$ cat config.mk
export PLATFORM = sky130hd
export DESIGN_NAME = useq_sequencer
export DESIGN_NICKNAME = d
export VERILOG_FILES = /design/src/rtl/useq_pkg.sv /design/src/rtl/useq_test_mux.sv /design/src/rtl/useq_src_select.sv /design/src/rtl/useq_next_addr.sv /design/src/rtl/useq_sequencer.sv
export SDC_FILE = /design/constraint.sdc
export NUM_CORES = 1
export LEC_CHECK = 0
export BUFFER_PORTS_ARGS = -buffer_cell sky130_fd_sc_hd__buf_2
export CAP_MARGIN = 15
export CORE_ASPECT_RATIO = 1.1
export CORE_MARGIN = 2
export CORE_UTILIZATION = 50
export DETAILED_ROUTE_END_ITERATION = 8
export PLACE_DENSITY = 0.78
export REMOVE_ABC_BUFFERS = 1
export SYNTH_ARGS = -nofsm -noshare
export SYNTH_HDL_FRONTEND = slang
export SYNTH_SLANG_ARGS = --single-unit
$ cat constraint.sdc
create_clock -name clk -period 4.3 [get_ports clk]
set_clock_uncertainty 0.15 [all_clocks]
set_input_delay 0.43 -clock clk [delete_from_list [all_inputs] [get_ports clk]]
set_output_delay 0.43 -clock clk [all_outputs]
set_load 0.02 [all_outputs]
$ cat src/rtl/useq_pkg.sv
package useq_pkg;

    // Branch-kind field of the microinstruction
    typedef enum logic [1:0] {
        BK_JUMP   = 2'b00,
        BK_CALL   = 2'b01,
        BK_RETURN = 2'b10,
        BK_MAP    = 2'b11
    } br_kind_e;

    // Test-bit select field
    typedef enum logic [1:0] {
        TS_ALWAYS   = 2'b00,
        TS_INDIRECT = 2'b01,
        TS_SIGN     = 2'b10,
        TS_ZERO     = 2'b11
    } test_sel_e;

    // Next-address source (the sequencer's state)
    typedef enum logic [1:0] {
        SRC_INCR   = 2'b00,
        SRC_TARGET = 2'b01,
        SRC_RETURN = 2'b10,
        SRC_MAP    = 2'b11
    } src_e;

endpackage

$ cat src/rtl/useq_test_mux.sv
module useq_test_mux
    import useq_pkg::*;
(
    input  logic [1:0] test_sel,
    input  logic       ir_indirect,
    input  logic       ac_sign,
    input  logic       ac_zero,
    output logic       test_bit
);

    always_comb begin
        unique case (test_sel_e'(test_sel))
            TS_ALWAYS:   test_bit = 1'b1;
            TS_INDIRECT: test_bit = ir_indirect;
            TS_SIGN:     test_bit = ac_sign;
            TS_ZERO:     test_bit = ac_zero;
        endcase
    end

endmodule

$ cat src/rtl/useq_src_select.sv
module useq_src_select
    import useq_pkg::*;
(
    input  logic [1:0] br_kind,
    input  logic       test_bit,
    output src_e       src,
    output logic       save_ret
);

    // Next-state selection: picks the source state for this edge
    always_comb begin
        unique case (br_kind_e'(br_kind))
            BK_JUMP:   src = test_bit ? SRC_TARGET : SRC_INCR;
            BK_CALL:   src = test_bit ? SRC_TARGET : SRC_INCR;
            BK_RETURN: src = SRC_RETURN;
            BK_MAP:    src = SRC_MAP;
        endcase
    end

    // Output process: return-register load strobe
    always_comb begin
        unique case (br_kind_e'(br_kind))
            BK_CALL: save_ret = test_bit;
            default: save_ret = 1'b0;
        endcase
    end

endmodule

$ cat src/rtl/useq_next_addr.sv
module useq_next_addr
    import useq_pkg::*;
#(
    parameter int AW      = 7,
    parameter int OPW     = 4,
    parameter int MAP_LSB = 2
) (
    input  logic [AW-1:0]  car,
    input  logic [AW-1:0]  sbr,
    input  logic [AW-1:0]  target,
    input  logic [OPW-1:0] opcode,
    input  src_e           src,
    output logic [AW-1:0]  incr,
    output logic [AW-1:0]  nxt
);

    localparam int MAP_MSB = MAP_LSB + OPW - 1;

    logic [AW-1:0] mapped;

    assign incr = car + AW'(1);

    // Opcode bits land at MAP_MSB..MAP_LSB, all other bits zero
    generate
        for (genvar i = 0; i < AW; i++) begin : g_map
            if (i >= MAP_LSB && i <= MAP_MSB) begin : g_op
                assign mapped[i] = opcode[i-MAP_LSB];
            end else begin : g_zero
                assign mapped[i] = 1'b0;
            end
        end
    endgenerate

    always_comb begin
        unique case (src)
            SRC_INCR:   nxt = incr;
            SRC_TARGET: nxt = target;
            SRC_RETURN: nxt = sbr;
            SRC_MAP:    nxt = mapped;
        endcase
    end

endmodule

$ cat src/rtl/useq_sequencer.sv
module useq_sequencer
    import useq_pkg::*;
#(
    parameter int AW         = 7,
    parameter int OPW        = 4,
    parameter int MAP_LSB    = 2,
    parameter int START_ADDR = 64
) (
    input  logic           clk,
    input  logic           rst,
    input  logic           adv_en,
    input  logic [1:0]     test_sel,
    input  logic [1:0]     br_kind,
    input  logic [AW-1:0]  target,
    input  logic           ir_indirect,
    input  logic [OPW-1:0] opcode,
    input  logic           ac_sign,
    input  logic           ac_zero,
    output logic [AW-1:0]  car
);

    localparam logic [AW-1:0] START_VEC = AW'(START_ADDR);

    logic          test_bit;
    logic          save_ret;
    src_e          src;
    logic [AW-1:0] sbr;
    logic [AW-1:0] incr;
    logic [AW-1:0] nxt;

    useq_test_mux u_test (
        .test_sel    (test_sel),
        .ir_indirect (ir_indirect),
        .ac_sign     (ac_sign),
        .ac_zero     (ac_zero),
        .test_bit    (test_bit)
    );

    useq_src_select u_sel (
        .br_kind  (br_kind),
        .test_bit (test_bit),
        .src      (src),
        .save_ret (save_ret)
    );

    useq_next_addr #(
        .AW      (AW),
        .OPW     (OPW),
        .MAP_LSB (MAP_LSB)
    ) u_addr (
        .car    (car),
        .sbr    (sbr),
        .target (target),
        .opcode (opcode),
        .src    (src),
        .incr   (incr),
        .nxt    (nxt)
    );

    // State register: control address and return register
    always_ff @(posedge clk) begin
        if (rst) begin
            car <= START_VEC;
            sbr <= '0;
        end else if (adv_en) begin
            car <= nxt;
            if (save_ret) begin
                sbr <= incr;
            end
        end
    end

    p_reset_start_r1: assert property (@(posedge clk)
        $past(rst) && !rst |-> car == START_VEC);

    p_jump_taken_r3: assert property (@(posedge clk) disable iff (rst)
        adv_en && br_kind == BK_JUMP && test_bit |=> car == $past(target));

    p_call_save_r4: assert property (@(posedge clk) disable iff (rst)
        adv_en && br_kind == BK_CALL && test_bit
        |=> car == $past(target) && sbr == AW'($past(car) + AW'(1)));

    p_return_r5: assert property (@(posedge clk) disable iff (rst)
        adv_en && br_kind == BK_RETURN |=> car == $past(sbr));

    p_map_zero_r6: assert property (@(posedge clk) disable iff (rst)
        adv_en && br_kind == BK_MAP
        |=> car[AW-1] == 1'b0 && car[1:0] == 2'b00);

    p_not_taken_r7: assert property (@(posedge clk) disable iff (rst)
        adv_en && !br_kind[1] && !test_bit
        |=> car == AW'($past(car) + AW'(1)));

    p_hold_r8: assert property (@(posedge clk) disable iff (rst)
        !adv_en |=> $stable(car) && $stable(sbr));

    p_call_false_r9: assert property (@(posedge clk) disable iff (rst)
        adv_en && br_kind == BK_CALL && !test_bit |=> $stable(sbr));

endmodule

==> run summary <==
## Finish
• **Total Nets Final** 156
• **leading cell types in the layout, fill and taps excluded** 27 x sky130_fd_sc_hd__buf_2, 14 x sky130_fd_sc_hd__dfxtp_1, 13 x sky130_fd_sc_hd__nor2_1
• **footprint of the flip-flops and latches** 280 um2
• **most common cell after layout, fill and taps aside** sky130_fd_sc_hd__buf_2
• **number of fillers in the final layout** 165
• **area used by multi-input combinational logic** 587 um2
• **antenna diode count** 0
• **synthesis-to-layout area growth** 15.7%
• **share of layout cells above drive strength 1** 0.288

## Setup path
• **crit path launch type** input pin
• **critical path class** input pin to flop
• **cell-by-cell listing of the critical path** buf_2, nand2_1, a2111oi_4, and3_1, nor3_1
• **Worst EP arrival** 1900 ps
• **highest fanout seen on the critical path** 17
• **slowest cell delay on critical path** 770 ps
• **crit path capture type** flop
• **critical-path cell with the highest stage delay** sky130_fd_sc_hd__a2111oi_4
• **Worst Path Buf+Inv** 1
• **CP top delay family** compound AO/OA/AOI/OAI gates
• **required time at the worst-slack endpoint** 4310 ps

## Global routing
• **global-route wire length before repair** 3.45 mm
• **antenna violations before repair** 0
• **number of global-route vias before repair** 742
• **pin count of the biggest net entering global routing** 18
• **remaining global-route overflow** 0
• **overall fraction of global-route tracks in use** 0.213

## STA
• **achievable frequency** 530 MHz
• **measured slew at the worst slew-check pin** 858 ps
• **post-layout minimum cycle time** 1890 ps
• **Slew Viols, Final** 0
• **setup repair after global routing missed its margin** false
• **Hold Violations, Final** 0
• **Setup TNS** 0 ps
• **part of the cycle the worst path needs** 0.439
• **setup-violating endpoint count in the final report** 0
• **Final WS setup** 2410 ps
• **relative max-transition margin** 0.428

## Detailed routing
• **total wirelength of the detailed-routed design** 2.15 mm
• **remaining routing DRC violations** 0
• **Via density** 5.94
• **Antenna Violating Nets Remaining** 0
• **iteration count of the initial detailed-routing pass** 6
• **total number of vias** 891
• **initial detailed-routing violation count** 28
• **routed wire length per instance** 14.3 um

## Clocking
• **post_cts resized** 0
• **Max clock buf depth** 2
• **clock latency of the later-clocked register in the worst-skew pair** 280 ps
• **Reg clk slew, reported paths** 80 ps
• **CTS root buffer** sky130_fd_sc_hd__clkbuf_4
• **number of sinks handled by clock tree synthesis** 14
• **CTS Hold Buffers Added** 0
• **number of buffers created by CTS** 3
• **post-CTS setup-driven buffer insertion count** 0
• **CTS tree** yes
• **# H-tree levels** 1

## Job
• **Max Cap Violations** 0

## Synth
• **portion of synthesized cell area occupied by the leading cell type** 0.306
• **mean cell area of the mapped netlist** 8.47 um2
• **sequential element share of the synthesized area** 0.306
• **yosys synthesis warning count** 0
• **post-synth cell types** 39
• **count of mapped cells out of synthesis** 108
• **Seq cells post-synth** 14
• **combined area of all synthesized cells** 915 um2
• **post-synthesis cell type with the largest combined area** sky130_fd_sc_hd__dfxtp_1
• **top post-synthesis cells by area** sky130_fd_sc_hd__dfxtp_1 31%, sky130_fd_sc_hd__mux2i_1 6.6%, sky130_fd_sc_hd__nor2_1 5.3%, sky130_fd_sc_hd__a211oi_2 4.1%, sky130_fd_sc_hd__nand2_1 4.1%

## Floorplan
• **Die Area** 2190 um2
• **floorplan die width** 44.8 um
• **DIE HEIGHT** 48.9 um
• **Cell Rows** 16
• **count of pins on the block boundary** 28
• **Core ar.** 1760 um2
• **initial core utilization** 0.519

## Place
• **Placement Setup Slack** 2110 ps
• **Detail Placement HPWL** 1.55 mm
• **count of buffers from port buffering** 27
• **placer's final routability congestion estimate** 0.816

## Hold path
• **path type of the worst min-delay path** input pin to flop

## Pwr
• **worst vdd rail ir drop** 0.000186 V
• **leakage** 0.415 nW
• **Power Dens Cells** 272 nW/um2

## Status
• **outcome** completed

==> report_power, final <==
group          switching, mW  total, mW  internal [mW]  leakage [nW]
sequential           0.00871      0.146          0.137         0.115
clock                 0.0422     0.0747         0.0325        0.0138
combinational         0.0388     0.0675         0.0287         0.287
==> synthesized netlist by cell type, drive strengths merged <==
master    n
xnor2     1
nor4b     1
mux2i     7
nand3b    1
a211o     2
and3      3
buf       4
nand3     6
and2      1
o32ai     2
nor3      2
xor2      1
dfxtp    14
o2111ai   2
o2bb2ai   1
nand2    10
a2111oi   2
or3       2
nand2b    3
nor3b     1
ha        1
nand4b    1
a41oi     1
o21ai     4
nor2b     3
nor2     13
a31o      1
inv       3
clkbuf    2
a211oi    5
a21oi     3
a311o     1
a31oi     4
==> sequential cells by signal, indices dropped and copies added, names as in the netlist <==
signal / count
car: 7
sbr: 7
==> cells by family after synthesis <==
logic type                 count (synthesis)  share of synthesized area
and+or+nand+nor                           47                      0.268
AOI/OAI and AO/OA                         28                      0.260
DFF                                       14                      0.306
buffers and inverters                      9                     0.0520
muxes                                      7                     0.0807
xor gates and xnor gates                   2                     0.0192
adders and majority gates                  1                     0.0137
==> path summary, 6_finish.rpt <==
check	start	endpoint	slack, ps	cells past startpoint
worst min register to register	sbr[1]	sbr[1]	360	2
worst max-delay path	adv_en	sbr[5]	2410	5
worst max register to register	car[0]	car[6]	2490	5
worst min-delay path	rst	sbr[0]	350	2
==> metrics by stage <==
step	utilization	power, mW	cells	hold slack (ps)	instance area [um2]
6_report	0.601	0.288	150	348	1060
5_1_grt	0.601	0.307	150	370	1060
4_1_cts	0.601	0.291	150	344	1060
3_5_place_dp	0.588	0.216	147	336	1040
3_3_place_gp	0.588	0.215	147	334	1040
2_1_floorplan	-	0.186	102	310	878
==> layer usage <==
| metal | share of wire | up-vias | global-route usage |
|---|---|---|---|
| met1 | 0.46 | 409 | 0.293 |
| met5 | 0 | - | 0 |
| li1 | - | 452 | - |
| met3 | 0.063 | 5 | 0.0519 |
| met2 | 0.46 | 25 | 0.314 |
| met4 | 0.019 | 0 | 0.0882 |
==> layout make-up <==
cell class / instances / share of cell area
repair buffers: 27 / 0.128
flip-flops and latches: 14 / 0.265
clock buffers: 3 / 0.0213
multi-input cells: 85 / 0.554
well taps: 18 / 0.0213
inverters: 3 / 0.0106
Power figures use the tool's default switching activity.
